<file path="src/rtl/fpmm_pkg.sv">
package fpmm_pkg;
  typedef struct packed {
    logic sign;
    logic is_nan;
    logic is_snan;
    logic is_zero;
  } fp_class_t;
endpackage

</file>
<file path="src/rtl/fpmm_classify.sv">
module fpmm_classify #(
  parameter int EXP_W  = 11,
  parameter int FRAC_W = 52
) (
  input  logic [EXP_W+FRAC_W:0] val,
  output fpmm_pkg::fp_class_t   cls
);
  localparam int MSB = EXP_W + FRAC_W;

  logic [EXP_W-1:0]  expo;
  logic [FRAC_W-1:0] frac;
  logic              exp_ones;
  logic              frac_nz;

  always_comb begin
    expo        = val[MSB-1:FRAC_W];
    frac        = val[FRAC_W-1:0];
    exp_ones    = &expo;
    frac_nz     = |frac;
    cls.sign    = val[MSB];
    cls.is_nan  = exp_ones & frac_nz;
    cls.is_snan = exp_ones & frac_nz & ~frac[FRAC_W-1];
    cls.is_zero = ~(|expo) & ~frac_nz;
  end
endmodule

</file>
<file path="src/rtl/fpmm_less.sv">
module fpmm_less #(
  parameter int EXP_W  = 11,
  parameter int FRAC_W = 52
) (
  input  logic [EXP_W+FRAC_W:0] a,
  input  logic [EXP_W+FRAC_W:0] b,
  input  fpmm_pkg::fp_class_t   ca,
  input  fpmm_pkg::fp_class_t   cb,
  output logic                  a_lt_b
);
  localparam int MSB = EXP_W + FRAC_W;

  logic [MSB-1:0] mag_a;
  logic [MSB-1:0] mag_b;

  always_comb begin
    mag_a = a[MSB-1:0];
    mag_b = b[MSB-1:0];
    if (ca.is_zero && cb.is_zero) begin
      a_lt_b = 1'b0;
    end else if (ca.sign != cb.sign) begin
      a_lt_b = ca.sign;
    end else if (ca.sign) begin
      a_lt_b = mag_a > mag_b;
    end else begin
      a_lt_b = mag_a < mag_b;
    end
  end
endmodule

</file>
<file path="src/rtl/fpmm_pick.sv">
module fpmm_pick #(
  parameter int EXP_W  = 11,
  parameter int FRAC_W = 52
) (
  input  logic [EXP_W+FRAC_W:0] a,
  input  logic [EXP_W+FRAC_W:0] b,
  input  fpmm_pkg::fp_class_t   ca,
  input  fpmm_pkg::fp_class_t   cb,
  input  logic                  a_lt_b,
  input  logic                  sel_max,
  input  logic                  sel_jmode,
  output logic [EXP_W+FRAC_W:0] res,
  output logic                  snan
);
  localparam int DW = EXP_W + FRAC_W + 1;
  localparam logic [DW-1:0] POS_ZERO = '0;
  localparam logic [DW-1:0] NEG_ZERO = {1'b1, {(DW-1){1'b0}}};

  logic take_a;

  always_comb begin
    take_a = sel_max ? ~a_lt_b : a_lt_b;
    snan   = 1'b0;
    res    = take_a ? a : b;
    if (!sel_jmode) begin
      if (ca.is_nan || cb.is_nan) begin
        res  = b;
        snan = ca.is_snan | cb.is_snan;
      end
    end else begin
      if (ca.is_nan) begin
        res  = a;
        snan = ca.is_snan;
      end else if (cb.is_nan) begin
        res  = b;
        snan = cb.is_snan;
      end else if (ca.is_zero && cb.is_zero) begin
        if (sel_max) begin
          res = (ca.sign & cb.sign) ? NEG_ZERO : POS_ZERO;
        end else begin
          res = (ca.sign | cb.sign) ? NEG_ZERO : POS_ZERO;
        end
      end
    end
  end
endmodule

</file>
<file path="src/rtl/fpmm_top.sv">
module fpmm_top #(
  parameter int EXP_W      = 11,
  parameter int FRAC_W     = 52,
  parameter bit REGISTERED = 1'b1
) (
  input  logic                    clk,
  input  logic                    rst_n,
  input  logic [EXP_W+FRAC_W:0]   op_a,
  input  logic [EXP_W+FRAC_W:0]   op_b,
  input  logic                    sel_max,
  input  logic                    sel_jmode,
  input  logic                    inv_en,
  output logic [EXP_W+FRAC_W:0]   res_o,
  output logic                    snan_o,
  output logic                    wr_en_o
);
  localparam int DW = EXP_W + FRAC_W + 1;

  fpmm_pkg::fp_class_t cls [2];
  logic [DW-1:0]       opnd [2];
  logic                a_lt_b;
  logic [DW-1:0]       res_d;
  logic                snan_d;
  logic                wr_en_d;

  assign opnd[0] = op_a;
  assign opnd[1] = op_b;

  for (genvar gi = 0; gi < 2; gi++) begin : g_cls
    fpmm_classify #(.EXP_W(EXP_W), .FRAC_W(FRAC_W)) u_cls (
      .val (opnd[gi]),
      .cls (cls[gi])
    );
  end

  fpmm_less #(.EXP_W(EXP_W), .FRAC_W(FRAC_W)) u_less (
    .a      (op_a),
    .b      (op_b),
    .ca     (cls[0]),
    .cb     (cls[1]),
    .a_lt_b (a_lt_b)
  );

  fpmm_pick #(.EXP_W(EXP_W), .FRAC_W(FRAC_W)) u_pick (
    .a         (op_a),
    .b         (op_b),
    .ca        (cls[0]),
    .cb        (cls[1]),
    .a_lt_b    (a_lt_b),
    .sel_max   (sel_max),
    .sel_jmode (sel_jmode),
    .res       (res_d),
    .snan      (snan_d)
  );

  assign wr_en_d = ~(snan_d & inv_en);

  if (REGISTERED) begin : g_reg
    logic          rst_s1;
    logic          rst_s2;
    logic [DW-1:0] res_q;
    logic          snan_q;
    logic          wr_en_q;

    always_ff @(posedge clk or negedge rst_n) begin
      if (!rst_n) begin
        rst_s1 <= 1'b0;
        rst_s2 <= 1'b0;
      end else begin
        rst_s1 <= 1'b1;
        rst_s2 <= rst_s1;
      end
    end

    always_ff @(posedge clk or negedge rst_s2) begin
      if (!rst_s2) begin
        res_q   <= '0;
        snan_q  <= 1'b0;
        wr_en_q <= 1'b0;
      end else begin
        res_q   <= res_d;
        snan_q  <= snan_d;
        wr_en_q <= wr_en_d;
      end
    end

    assign res_o   = res_q;
    assign snan_o  = snan_q;
    assign wr_en_o = wr_en_q;
  end else begin : g_comb
    assign res_o   = res_d;
    assign snan_o  = snan_d;
    assign wr_en_o = wr_en_d;
  end
endmodule

</file>
<file path="config.mk">
export PLATFORM = sky130hd
export DESIGN_NAME = fpmm_top
export DESIGN_NICKNAME = d
export VERILOG_FILES = /design/src/rtl/fpmm_pkg.sv /design/src/rtl/fpmm_classify.sv /design/src/rtl/fpmm_less.sv /design/src/rtl/fpmm_pick.sv /design/src/rtl/fpmm_top.sv
export SDC_FILE = /design/constraint.sdc
export NUM_CORES = 1
export LEC_CHECK = 0
export ABC_AREA = 1
export BUFFER_PORTS_ARGS = -buffer_cell sky130_fd_sc_hd__buf_2
export CAP_MARGIN = 30
export CORE_MARGIN = 2
export CORE_UTILIZATION = 54
export CTS_CLUSTER_DIAMETER = 30
export DETAILED_ROUTE_END_ITERATION = 10
export GPL_ROUTABILITY_DRIVEN = 0
export PLACE_DENSITY = 0.82
export SYNTH_ARGS = -nofsm -noshare
export SYNTH_HDL_FRONTEND = slang
export SYNTH_HIERARCHICAL = 1
export SYNTH_SLANG_ARGS = --single-unit
</file>
<file path="constraint.sdc">
create_clock -name clk -period 3.05 [get_ports clk]
set_clock_uncertainty 0.15 [all_clocks]
set_input_delay 0.1525 -clock clk [delete_from_list [all_inputs] [get_ports clk]]
set_output_delay 0.1525 -clock clk [all_outputs]
set_load 0.1 [all_outputs]
</file>
# Word level (Yosys, flattened, before mapping)
# Index checks and enable logic that the tools add are counted.
totals:
  input_bits: 133
  register_bits: 68
op_classes:
  order_cmp: 2
  n_mux: 17
  bitwise_logic: 18
  reduce_logical: 8
  n_eq_ne: 1
op_table:
  columns: ["cell", "count"]
  rows:
  - ["64-bit two-way mux", 9]
  - ["52-bit OR reduction", 2]
  - ["63-bit greater-than comparator", 1]
  - ["63-bit less-than comparator", 1]
  - ["11-bit AND reduction", 2]
  - ["11-bit OR reduction", 2]
  - ["1-bit AND", 8]
  - ["1-bit two-way mux", 8]
  - ["1-bit NOT", 8]
  - ["1-bit bitwise OR", 2]
  - ["1-bit logical AND", 1]
  - ["1-bit logical OR", 1]
  - ["1-bit != test", 1]

# Longest topological paths before layout
depth:
  ltp_word: 12
  mapped_depth: 24
  ltp_nobuf: 24

# Modules after synthesis
# The synthesis kept the hierarchy.
modules_own_cells:
  columns: ["mod", "instances", "cells_each", "area_each_um2"]
  rows:
  - ["fpmm_pick", 1, 591, 3113.0]
  - ["fpmm_less", 1, 310, 1813.0]
  - ["fpmm_top", 1, 70, 1709.1]
  - ["fpmm_classify", 2, 63, 264.0]

# Worst setup path after synthesis
# Ideal clock, no wire load.
synth_path:
  path_type: "input port to flip-flop"
  from: "in op_b[14]"
  to: "reg g_reg.res_q[10], in the netlist res_o[10]"
  t_required_ns: 2.773
  n_path_buf: 1
  arrival_ns: 1.999
  setup_slack_ns: 0.774
  cell_stages: 18
  cell_sequence: "inv_1 > ha_1 > nand2_1 > nor2_2 > inv_1 > nor2_2 > nand4_1 > nor2_1 > nand4_1 > a21oi_1 > nor2_2 > inv_1 > nand2_1 > nand2_2 > buf_1 > nand2_1 > nand3_1 > o211ai_2"
synth_between:
  elab_chain_len: 12
  word_cells_on_any_way: 19
  cone_classes: "2 x order compare; 10 x mux; 4 x bitwise; 3 x reduce/logical"
synth_rtl:
  columns: ["element", "line", "source"]
  rows:
  - ["start, declared", "fpmm_top.sv:9", "input logic [EXP_W+FRAC_W:0] op_b,"]
  - ["parallel branches: the longest is 4 deep, another holds 63-bit less-than comparator", null, null]
  - ["1-bit two-way mux *", "fpmm_less.sv:19", "if (ca.is_zero && cb.is_zero) begin"]
  - ["net a_lt_b", "fpmm_top.sv:21", "logic a_lt_b;"]
  - ["1-bit NOT", "fpmm_pick.sv:22", "take_a = sel_max ? ~a_lt_b : a_lt_b;"]
  - ["1-bit two-way mux *", "fpmm_pick.sv:22", null]
  - ["64-bit two-way mux *", "fpmm_pick.sv:24", "res = take_a ? a : b;"]
  - ["64-bit two-way mux", "fpmm_pick.sv:37", "end else if (ca.is_zero && cb.is_zero) begin"]
  - ["64-bit two-way mux", "fpmm_pick.sv:34", "end else if (cb.is_nan) begin"]
  - ["64-bit two-way mux", "fpmm_pick.sv:31", "if (ca.is_nan) begin"]
  - ["64-bit two-way mux *", "fpmm_pick.sv:25", "if (!sel_jmode) begin"]
  - ["net res_d[10]", "fpmm_top.sv:22", "logic [DW-1:0] res_d;"]
  - ["end signal, assigned", "fpmm_top.sv:81", "res_q <= res_d;"]
  - ["end, declared", "fpmm_top.sv:61", "logic [DW-1:0] res_q;"]
# Mark *: on every way through the listed nets, which the timed path passes.

# Worst setup path in the final report
layout_path:
  from: "in op_b[28]"
  to: "reg g_reg.res_q[58], in the netlist res_o[58]"
# The elaborated chain is that of the path after synthesis.

==> insert_results.sql <==
INSERT INTO impl_metrics (metric_group, metric, value, unit) VALUES
('global_routing', 'grt_most_used_layer', 'met2', ''),
('synthesis', 'netlist-cell-type-count', '33', ''),
('clock_tree', 'tritoncts', 'built', ''),
('clock_tree', 'htreeDepth', '3', ''),
('clock_tree', 'cts.reportedPaths.clkPinSlew', '0.06', 'ns'),
('critical_path', 'worstPathRequired', '3.09', 'ns'),
('clock_tree', 'max-clock-path-buffers', '2', ''),
('job', 'maxCapViolations', '0', ''),
('clock_tree', 'cts-buffers-inserted', '9', ''),
('global_routing', 'grt_max_degree', '49', ''),
('synthesis', 'ys_seq_area_frac', '0.238', ''),
('clock_tree', 'cts_setup_buffers', '0', ''),
('global_routing', 'grt_antenna_before_repair', '1', ''),
('placed_design', 'placement.io_buffers', '198', ''),
('synthesis', 'synthDominantAreaCellType', 'dfrtp_1', ''),
('synthesis', 'synth_enable_flop_cells', '0', ''),
('timing', 'worst_slew_margin_rel', '0.398', ''),
('run_status', 'result_of_the_run', 'complete, no violations', ''),
('clock_tree', 'clock-sinks', '68', ''),
('die', 'dieWidth', '119', 'um'),
('final_layout', 'finalNetCount', '1477', ''),
('min_path', 'type_of_the_tightest_min_delay_check', 'input port to flop', ''),
('final_layout', 'antennaDiodeCount', '0', ''),
('power', 'power_leakage', '4.93', 'nW'),
('synthesis', 'synth_seq_cells', '68', ''),
('critical_path', 'setup.worst_path.class', 'input port to flop', ''),
('synthesis', 'ys_top_cells_by_area', 'dfrtp_1 24%, nand2_1 17%, inv_1 12%', ''),
('timing', 'setup_total_negative_slack', '0', 'ns'),
('route', 'detail_route.vias_per_cell', '5.46', ''),
('die', 'design.die.area', '0.0142', 'sq mm'),
('clock_tree', 'clock_tree.root_cell', 'clkbuf_16', ''),
('die', 'start_util', '0.547', ''),
('route', 'avgRoutedWirePerCell', '14.6', 'um'),
('critical_path', 'critical-path-top-cell-by-count', 'nand2_1', ''),
('route', 'finalWirelength', '21.4', 'mm'),
('timing', 'grt_setup_unrepaired', 'yes', ''),
('route', 'detailedRoute.firstIterationViolations', '750', ''),
('synthesis', 'synth-warning-count', '6', ''),
('power', 'power.ir.vdd_worst', '0.292', 'mV'),
('critical_path', 'library_cell_contributing_the_largest_single_delay_on_the_critical_path', 'dlygate4sd3_1', ''),
('route', 'antenna_left', '0', ''),
('global_routing', 'globalRouteMet3Util', '0.0512', ''),
('synthesis', 'mean_instance_size_in_the_synthesized_netlist', '6.53', 'sq um'),
('final_layout', 'area_growth', '19.7', '%'),
('global_routing', 'global_route_wire_length_before_repair', '35.1', 'mm'),
('timing', 'maximum_achievable_frequency', '354', 'MHz'),
('critical_path', 'cp_top_family', 'buffers and inverters', ''),
('timing', 'worst_pin_slew', '0.904', 'ns'),
('power', 'power.density_cell_area', '475', 'mW/mm^2'),
('synthesis', 'syn_inst', '1097', ''),
('synthesis', 'async_flop_share', '1.00', ''),
('global_routing', 'global_route_met2_usage', '0.530', ''),
('critical_path', 'critical_path_peak_fanout', '25', ''),
('critical_path', 'critPathLaunchType', 'input port', ''),
('critical_path', 'critical_path_arrival', '2.87', 'ns'),
('synthesis', 'syn-num-nets', '1293', ''),
('timing', 'fin_hold_ws', '0.0113', 'ns'),
('die', 'die_y', '119', 'um'),
('global_routing', 'globalRouteMet1Util', '0.372', ''),
('synthesis', 'netlist_top_cells_count', '326 x nand2_1, 227 x inv_1, 85 x nor2_1, 73 x nand3_1, 68 x dfrtp_1', ''),
('die', 'io_pins', '199', ''),
('route', 'post_route_drc', '0', ''),
('clock_tree', 'clk-insertion-delay-late', '0.33', 'ns'),
('synthesis', 'synth_most_common_cell', 'nand2_1', ''),
('global_routing', 'all_layer_global_routing_usage', '0.304', ''),
('timing', 'timing.final.crit_period', '2.83', 'ns'),
('synthesis', 'post_synth_instance_area', '0.00716', 'sq mm'),
('die', 'rows', '42', ''),
('route', 'detailroute.via_count', '7981', ''),
('critical_path', 'timing.critical_path.buf_inv', '6', ''),
('placed_design', 'hpwl', '15.6', 'mm');
sequential cells by signal (all words and copies together), names as in the netlist:
name	flops
g_reg.rst_s1	1
g_reg.rst_s2	1
res_o	64
wr_en_o	1
snan_o	1
stage by stage:
step / power (mW) / instance area, sq um / setup WS [ns] / util / instances
floorplan: 2.55 / 7160 / 0.774 / - / 1097
global placement: 2.96 / 8220 / 0.193 / 0.628 / 1442
detailed placement: 2.99 / 8220 / 0.164 / 0.628 / 1442
CTS: 4.09 / 8570 / 0.159 / 0.655 / 1462
global route: 4.28 / 8580 / -0.0167 / 0.655 / 1462
finish: 4.07 / 8580 / 0.223 / 0.655 / 1462
path summary, 6_finish.rpt:
| check | cells past startpoint | startpoint | endpoint | slack (ns) |
|---|---|---|---|---|
| worst max register to register | 1 | g_reg.rst_s2 | res_o[20] | 1.77 |
| worst min register to register | 0 | g_reg.rst_s1 | g_reg.rst_s2 | 0.20 |
| worst min-delay path | 3 | op_b[24] | res_o[24] | 0.01 |
| min in group asynchronous | 0 | g_reg.rst_s2 | res_o[35] | 0.25 |
| max in group asynchronous | 1 | g_reg.rst_s2 | res_o[20] | 1.77 |
| worst max-delay path | 19 | op_b[28] | res_o[58] | 0.22 |
repair_timing:
item	CTS	global route
setup endpoints to repair	0	55
hold buffers	4	0
endpoints found under the hold margin	4	0
gates resized for setup	0	4
metal layers:
layer  routed length [um]  vias to the layer above
li1                     -                     3866
met1                 8610                     3655
met2                10500                      403
met3                 1740                       55
met4                  532                        2
met5                    7                        -
report_power, final:
| part | switching [mW] | total, mW | internal (mW) | leakage [nW] |
|---|---|---|---|---|
| clock | 0.407 | 1.08 | 0.675 | 0.149 |
| combinational | 1.49 | 1.92 | 0.429 | 4.01 |
| sequential | 0.0488 | 1.07 | 1.02 | 0.771 |
| total | 1.95 | 4.07 | 2.13 | 4.93 |
logic make-up after synthesis:
| family | synth area share |
|---|---|
| other | 0.000524 |
| AND/OR/NAND/NOR | 0.308 |
| flip-flops | 0.238 |
| adder cells (fa/ha/maj) | 0.110 |
| buffers and inverters | 0.172 |
| AO/OA/AOI/OAI | 0.171 |
cell type report:
type | instances | area [sq um]
Fill cell | 1185 | 4510
Multi-Input combinational cell | 752 | 4230
Sequential cell | 68 | 1700
Timing Repair Buffer | 221 | 1250
Inverter | 229 | 865
Clock buffer | 12 | 256
Tap cell | 176 | 220
Clock inverter | 4 | 47.5
cells in the final DEF (no fill, tap or decap), types with 2 or more instances in the layout:
| master | instances |
|---|---|
| o21ai_0 | 4 |
| clkinv_2 | 2 |
| a21oi_1 | 24 |
| nor3_1 | 4 |
| o22ai_1 | 63 |
| nor2_2 | 8 |
| buf_2 | 198 |
| nand3_2 | 6 |
| nand2_2 | 3 |
| ha_1 | 63 |
| inv_1 | 226 |
| inv_2 | 2 |
| buf_4 | 12 |
| nor2_1 | 85 |
| or2_0 | 2 |
| dlygate4sd3_1 | 4 |
| o211ai_2 | 33 |
| nor4_1 | 4 |
| nand3_1 | 73 |
| a21o_1 | 4 |
| nand2_1 | 326 |
| dfrtp_1 | 67 |
| clkbuf_16 | 9 |
| o211ai_1 | 30 |
| buf_12 | 6 |
| clkbuf_8 | 2 |
| nand4_1 | 11 |
| and2_0 | 2 |
Note: power is estimated with default switching activity, not from simulation.
